<file path="src/rtl/fout_pkg.sv">
package fout_pkg;

    localparam int MODE_W     = 16;
    localparam int SEL_W      = 4;
    localparam int DIV_W      = 4;

    // Mode register field positions
    localparam int MB_DECADE  = 15;
    localparam int MB_OFF     = 12;
    localparam int MB_DIV_LSB = 8;
    localparam int MB_SEL_LSB = 4;

    localparam logic [MODE_W-1:0] MODE_AT_RESET = 16'h1000;

    typedef enum logic [1:0] {
        ST_OFF  = 2'd0,
        ST_LOW  = 2'd1,
        ST_HIGH = 2'd2
    } div_state_t;

endpackage

</file>
<file path="src/rtl/fout_edge_detect.sv">
module fout_edge_detect #(
    parameter int W = 11
) (
    input  logic         clk,
    input  logic         rst_n,
    input  logic [W-1:0] level,
    output logic [W-1:0] rise
);

    logic [W-1:0] level_q;

    always_ff @(posedge clk or negedge rst_n) begin
        if (!rst_n) begin
            level_q <= '0;
        end else begin
            level_q <= level;
        end
    end

    assign rise = level & ~level_q;

endmodule

</file>
<file path="src/rtl/fout_scaler_chain.sv">
module fout_scaler_chain #(
    parameter int NUM_TAPS = 5
) (
    input  logic                clk,
    input  logic                rst_n,
    input  logic                restart,
    input  logic                decade,
    input  logic                base_tick,
    output logic [NUM_TAPS-1:0] tap_tick
);

    localparam int STAGES = NUM_TAPS - 1;

    logic [3:0] wrap_at;

    assign wrap_at     = decade ? 4'd9 : 4'd15;
    assign tap_tick[0] = base_tick;

    for (genvar g = 0; g < STAGES; g++) begin : g_stage
        logic [3:0] digit_q;

        always_ff @(posedge clk or negedge rst_n) begin
            if (!rst_n) begin
                digit_q <= '0;
            end else if (restart) begin
                digit_q <= '0;
            end else if (tap_tick[g]) begin
                digit_q <= (digit_q >= wrap_at) ? 4'd0 : digit_q + 4'd1;
            end
        end

        assign tap_tick[g+1] = tap_tick[g] & (digit_q >= wrap_at);

        // in decade stepping no digit ever leaves 0..9
        p_decade_range_r3: assert property (@(posedge clk) disable iff (!rst_n)
            decade |-> (digit_q <= 4'd9));
    end

endmodule

</file>
<file path="src/rtl/fout_source_mux.sv">
module fout_source_mux #(
    parameter int NUM_EXT  = 5,
    parameter int NUM_TAPS = 5
) (
    input  logic [3:0]          sel,
    input  logic                xtal_tick,
    input  logic [NUM_EXT-1:0]  src_tick,
    input  logic [NUM_EXT-1:0]  gate_tick,
    input  logic [NUM_TAPS-1:0] tap_tick,
    output logic                sel_tick
);

    localparam int VEC_W = 1 + 2 * NUM_EXT + NUM_TAPS;

    logic [15:0] cand;

    assign cand     = 16'({tap_tick, gate_tick, src_tick, xtal_tick});
    assign sel_tick = cand[sel];

endmodule

</file>
<file path="src/rtl/fout_out_divider.sv">
module fout_out_divider
    import fout_pkg::*;
#(
    parameter int DIV_W = 4
) (
    input  logic             clk,
    input  logic             rst_n,
    input  logic             restart,
    input  logic             restart_off,
    input  logic [DIV_W-1:0] divisor,
    input  logic             src_tick,
    output logic             fout
);

    localparam int                 RATIO_W = DIV_W + 1;
    localparam logic [RATIO_W-1:0] ONE     = RATIO_W'(1);

    div_state_t         state_q, state_d;
    logic [RATIO_W-1:0] cnt_q, cnt_d;
    logic [RATIO_W-1:0] ratio, hi_len, lo_len;

    always_comb begin
        ratio  = (divisor == '0) ? {1'b1, {DIV_W{1'b0}}} : {1'b0, divisor};
        hi_len = ratio >> 1;
        lo_len = ratio - hi_len;
    end

    // Next-state logic
    always_comb begin
        state_d = state_q;
        cnt_d   = cnt_q;
        if (restart) begin
            state_d = restart_off ? ST_OFF : ST_LOW;
            cnt_d   = '0;
        end else begin
            unique case (state_q)
                ST_OFF: begin
                end
                ST_LOW: begin
                    if (src_tick) begin
                        if (cnt_q == lo_len - ONE) begin
                            state_d = ST_HIGH;
                            cnt_d   = '0;
                        end else begin
                            cnt_d = cnt_q + ONE;
                        end
                    end
                end
                ST_HIGH: begin
                    if (hi_len == '0) begin
                        state_d = ST_LOW;
                        cnt_d   = '0;
                    end else if (src_tick) begin
                        if (cnt_q == hi_len - ONE) begin
                            state_d = ST_LOW;
                            cnt_d   = '0;
                        end else begin
                            cnt_d = cnt_q + ONE;
                        end
                    end
                end
                default: begin
                    state_d = ST_OFF;
                    cnt_d   = '0;
                end
            endcase
        end
    end

    // State register
    always_ff @(posedge clk or negedge rst_n) begin
        if (!rst_n) begin
            state_q <= ST_OFF;
            cnt_q   <= '0;
        end else begin
            state_q <= state_d;
            cnt_q   <= cnt_d;
        end
    end

    // Outputs
    always_comb begin
        fout = (state_q == ST_HIGH);
    end

    // a load always leaves the output low
    p_restart_low_r8: assert property (@(posedge clk) disable iff (!rst_n)
        restart |=> !fout);

    // ratio one gives a single-clock high pulse
    p_pulse_one_r6: assert property (@(posedge clk) disable iff (!rst_n)
        (divisor == DIV_W'(1) && fout && !restart) |=> !fout);

    // the output only rises after a selected source edge
    p_rise_on_tick_r9: assert property (@(posedge clk) disable iff (!rst_n)
        $rose(fout) |-> $past(src_tick));

endmodule

</file>
<file path="src/rtl/fout_prescaler.sv">
module fout_prescaler
    import fout_pkg::*;
#(
    parameter int NUM_EXT  = 5,
    parameter int NUM_TAPS = 5
) (
    input  logic                clk,
    input  logic                rst_n,
    input  logic                mode_we,
    input  logic [15:0]         mode_wdata,
    input  logic                xtal_in,
    input  logic [NUM_EXT-1:0]  src_in,
    input  logic [NUM_EXT-1:0]  gate_in,
    output logic                fout,
    output logic [NUM_TAPS-1:0] tap_out
);

    localparam int IN_W = 1 + 2 * NUM_EXT;

    logic [MODE_W-1:0] mode_q;
    logic [IN_W-1:0]   in_rise;
    logic              sel_tick;

    always_ff @(posedge clk or negedge rst_n) begin
        if (!rst_n) begin
            mode_q <= MODE_AT_RESET;
        end else if (mode_we) begin
            mode_q <= mode_wdata;
        end
    end

    fout_edge_detect #(.W(IN_W)) u_edges (
        .clk   (clk),
        .rst_n (rst_n),
        .level ({gate_in, src_in, xtal_in}),
        .rise  (in_rise)
    );

    fout_scaler_chain #(.NUM_TAPS(NUM_TAPS)) u_chain (
        .clk       (clk),
        .rst_n     (rst_n),
        .restart   (mode_we),
        .decade    (mode_q[MB_DECADE]),
        .base_tick (in_rise[0]),
        .tap_tick  (tap_out)
    );

    fout_source_mux #(.NUM_EXT(NUM_EXT), .NUM_TAPS(NUM_TAPS)) u_mux (
        .sel       (mode_q[MB_SEL_LSB +: SEL_W]),
        .xtal_tick (in_rise[0]),
        .src_tick  (in_rise[NUM_EXT:1]),
        .gate_tick (in_rise[IN_W-1:NUM_EXT+1]),
        .tap_tick  (tap_out),
        .sel_tick  (sel_tick)
    );

    fout_out_divider #(.DIV_W(DIV_W)) u_div (
        .clk         (clk),
        .rst_n       (rst_n),
        .restart     (mode_we),
        .restart_off (mode_wdata[MB_OFF]),
        .divisor     (mode_q[MB_DIV_LSB +: DIV_W]),
        .src_tick    (sel_tick),
        .fout        (fout)
    );

    // output disabled by the off bit stays low
    p_off_low_r7: assert property (@(posedge clk) disable iff (!rst_n)
        mode_q[MB_OFF] |-> !fout);

endmodule

</file>
<file path="config.mk">
export PLATFORM = sky130hd
export DESIGN_NAME = fout_prescaler
export DESIGN_NICKNAME = d
export VERILOG_FILES = /design/src/rtl/fout_pkg.sv /design/src/rtl/fout_edge_detect.sv /design/src/rtl/fout_scaler_chain.sv /design/src/rtl/fout_source_mux.sv /design/src/rtl/fout_out_divider.sv /design/src/rtl/fout_prescaler.sv
export SDC_FILE = /design/constraint.sdc
export NUM_CORES = 1
export LEC_CHECK = 0
export ABC_AREA = 1
export BUFFER_PORTS_ARGS = -buffer_cell sky130_fd_sc_hd__buf_2
export CAP_MARGIN = 0
export CORE_MARGIN = 3
export CORE_UTILIZATION = 40
export CTS_BUF_LIST = sky130_fd_sc_hd__clkbuf_4 sky130_fd_sc_hd__clkbuf_8 sky130_fd_sc_hd__clkbuf_16
export DETAILED_ROUTE_END_ITERATION = 10
export HOLD_SLACK_MARGIN = 0.03
export SYNTH_ARGS = -nofsm -noshare
export SYNTH_HDL_FRONTEND = slang
export SYNTH_SLANG_ARGS = --single-unit
</file>
<file path="constraint.sdc">
create_clock -name clk -period 3 [get_ports clk]
set_clock_uncertainty 0.2 [all_clocks]
set_input_delay 0.6 -clock clk [delete_from_list [all_inputs] [get_ports clk]]
set_output_delay 0.6 -clock clk [all_outputs]
set_load 0.01 [all_outputs]
</file>
==> results.sh <==
export IMPL_p_sw_frac=0.332
export IMPL_peakVddDrop_v=0.000197
export IMPL_drcViolationCount=0
export IMPL_wirelength_um=5650
export IMPL_drive_gt1_frac=0.170
export IMPL_die_h_um=89.2
export IMPL_min_to="u_edges.level_q[7]"
export IMPL_hold_class="input port to flip-flop"
export IMPL_cpPeakStageDelay_ps=490
export IMPL_grt_ovfl_total=0
export IMPL_syn2layout_area_growth_pct=14.7
export IMPL_period_share=0.930
export IMPL_antenna_cells=0
export IMPL_p_per_area_nw_per_um2=482
export IMPL_rows=29
export IMPL_hold_viol=0
export IMPL_nets=442
export IMPL_worstPathArrival_ps=1990
export IMPL_yosysWarningCount=0
export IMPL_fp_dieW_um=89.2
export IMPL_drt_iter0_drc=68
export IMPL_timing_max_slew_rel_slack=0.681
export IMPL_coreArea_sq_um=6530
export IMPL_grt_pass1_wl_um=9570
export IMPL_p_leak_nw=1.66
export IMPL_yosys_register_bits=43
export IMPL_setup_tns_ps=0
export IMPL_root_buffer="clkbuf_8"
export IMPL_hp_start="gate_in[1]"
export IMPL_critPathSlowestCell="dfrtp_2"
export IMPL_io_pins=36
export IMPL_n_fill_cell=659
export IMPL_io_buffers=29
export IMPL_worst_slew_pin_slew_ps=478
export IMPL_max_freq_mhz=358
export IMPL_internal_power_mw=1.02
export IMPL_layout_setup_ws_ps=209
export IMPL_grt_util_all_layers=0.155
export IMPL_ant_nets=0
export IMPL_grt_max_degree=37
export IMPL_dp_hpwl_um=4240
export IMPL_maxCapViolCount=0
export IMPL_start_kind="flip-flop"
export IMPL_endpoint_kind="output pin"
export IMPL_p_clk_frac=0.309
export IMPL_antenna_found_initial=0
export IMPL_clkLatencyLatePin_ps=300
export IMPL_ff2ff_setup_slack_ps=340
export IMPL_cpMostUsedCell="nand2_1"
export IMPL_pwr_share_comb=0.266
export IMPL_wire_per_inst_um=12.1
export IMPL_cp_buffers_inverters=2
export IMPL_p_seq_frac=0.425
export IMPL_rr_worst_depth=19
export IMPL_first_pass_iters=4
export IMPL_gp_congestion=0.797
export IMPL_placedCellCount=456
export IMPL_synth_cell_types=32
export IMPL_crit_required_ps=2200
export IMPL_viasPerCell=4.91
export IMPL_r2r_end="u_div.state_q[1]"
export IMPL_pre_cts_ws_ps=196
export IMPL_holdPathStages=1
export IMPL_die_area_sq_um=7960
export IMPL_slew_viol_final=0
export IMPL_tritoncts="built"
export IMPL_p_switching_uw=509
export IMPL_clockBufferDepth=2
export IMPL_cts_sinks=43
export IMPL_instances_no_fill=465
export IMPL_seqCellArea_sq_um=1080
export IMPL_crit_chain="ha_1, nand2_1, nand2_1, nand2_1, nand2_2, nand3_4, nor2_4, inv_1, nor2_1, buf_2"
export IMPL_whs_ps=212
export IMPL_grt_pass1_vias=2097
export IMPL_ys_seq_area_frac=0.388
export IMPL_path_class="flip-flop to output pin"
export IMPL_multi_input_area_sq_um=1510
export IMPL_finalSetupViolCount=0
export IMPL_final_min_clock_period_ps=2790
export IMPL_initial_core_util=0.424
export IMPL_netlist_area_sq_um=2770
export IMPL_cts_buffers=5
export IMPL_crit_family="simple AND/OR/NAND/NOR gates"
export IMPL_netlist_instances=352
export IMPL_r2r_start="mode_q[9]"
export IMPL_status="finished clean"
export IMPL_clk_pin_slew_ps=90
export IMPL_rsz0062_at_grt="false"
export IMPL_htreeDepth=2
export IMPL_syn_area_per_cell_sq_um=7.87
export IMPL_synth_net_count=407
export IMPL_num_vias=2282
export IMPL_crit_fanout=9
[worst max-delay path by stage]
stage                        to  depth (start not counted)  slack, ps  startpoint
6_report             tap_out[4]                         10        210  mode_q[15]
3_5_place_dp   u_div.state_q[1]                         19        200  mode_q[10]
3_3_place_gp   u_div.state_q[0]                         19        200  mode_q[10]
5_1_grt              tap_out[4]                         10          3  mode_q[15]
2_1_floorplan  u_div.state_q[0]                         19        300  mode_q[11]
4_1_cts              tap_out[4]                         10         90  mode_q[15]
[worst register-to-register path, stage by stage (launching register included)]
cell and delay (ps):
dfrtp_1 440, inv_2 110, ha_4 140, nand2_2 90
nand2_4 90, inv_1 70, fa_1 560, nand2_1 50
inv_1 50, nor2_1 30, nor2_1 90, nand2_1 50
nor2_1 80, nand2_1 70, nand2_1 60, nand2_1 60
nand2_1 90, nand3_1 110, nand2_1 70, nand2_1 40
[layout make-up]
cell class	count	area share
Tap cell	77	0.0303
Clock buffer	5	0.0217
Timing Repair Buffer	34	0.0583
Inverter	50	0.0591
Sequential cell	43	0.339
Multi-Input combinational cell	253	0.477
Clock inverter	3	0.0150
[synthesized netlist by cell type]
cell      instances  area [sq um]
o22ai_1           1          6.26
buf_2             1          5.00
clkbuf_1          4          15.0
xor2_1            6          52.6
fa_1              1          20.0
buf_4             1          7.51
nor2_4            1          11.3
o21ai_2           5          43.8
nand2_2           5          31.3
nand3_4           1          17.5
o41ai_1           1          8.76
a21oi_1          11          55.1
inv_1            49           184
nand3b_1          5          37.5
nand3_1          34           170
nand4_1           5          31.3
inv_2             1          3.75
a21oi_2           1          8.76
o31ai_1           1          7.51
o21ai_0          20           100
dfrtp_1          43          1080
nor2_8            1          20.0
a21o_1            1          7.51
a311oi_1          1          8.76
o21a_1            1          7.51
o211ai_1          1          7.51
ha_1             24           300
nand2_4           3          33.8
xnor2_1           5          43.8
nor2_1           19          71.3
o32ai_1           1          8.76
nand2_1          98           368
[stage by stage]
stage	utilization	area [sq um]	power [mW]
floorplan	-	2770	0.945
global placement	0.461	3010	1.06
finish	0.486	3180	1.53
detailed placement	0.461	3010	1.06
CTS	0.481	3140	1.55
global route	0.486	3180	1.65
[state kept, by name (all words and copies together) (netlist names)]
name                     flops
mode_q                       9
u_chain.g_stage.digit_q     16
u_div.cnt_q                  5
u_div.state_q                2
u_edges.level_q             11
[cells by family (layout without fill, tap and decap cells)]
| group | count (synthesis) | in the layout | synth area share |
|---|---|---|---|
| adders and majority gates | 25 | 25 | 0.116 |
| AOI/OAI and AO/OA | 45 | 45 | 0.0976 |
| DFF | 43 | 43 | 0.388 |
| and+or+nand+nor | 172 | 172 | 0.286 |
| buffers and inverters | 56 | 92 | 0.0777 |
| xor gates and xnor gates | 11 | 11 | 0.0348 |
[layer usage]
metal | share of wire | track usage | up-vias | routed length [um]
met3 | 0.030 | 0.0323 | 7 | 172
met5 | 0 | 0 | - | 0
met4 | 0.016 | 0.0595 | 0 | 89
met1 | 0.49 | 0.205 | 1043 | 2750
met2 | 0.47 | 0.247 | 30 | 2630
li1 | - | - | 1202 | -
[cells in the final DEF (no fill, tap or decap), types with 2 or more instances in the layout]
master and count:
nand2_4 4, nand3_1 34, ha_4 2, dfrtp_1 42, o21ai_0 20, ha_1 22
clkbuf_8 5, inv_2 3, nand4_1 5, nor2_1 19, o21ai_2 5, xor2_1 6
xnor2_1 5, buf_2 29, nand2_1 96, nand3b_1 5, nand2_2 6, a21oi_1 11
buf_4 4, inv_1 47
[timing repair]
item                       CTS  global route
hold endpoints to repair     7             0
resized for setup            0            10
hold buffers                 1             0
setup buffers                0             0
setup endpoints to repair    0             8
[power by group through the flow]
| stage | Sequential, mW | Clock, mW | Combinational (mW) |
|---|---|---|---|
| after global routing | 0.657 | 0.516 | 0.480 |
| after floorplan | 0.653 | 0 | 0.292 |
| after detailed placement | 0.661 | 0 | 0.404 |
| after global placement | 0.660 | 0 | 0.400 |
| after CTS | 0.650 | 0.489 | 0.407 |
| final | 0.651 | 0.474 | 0.408 |
No activity file was read; power rests on OpenSTA's default activity.
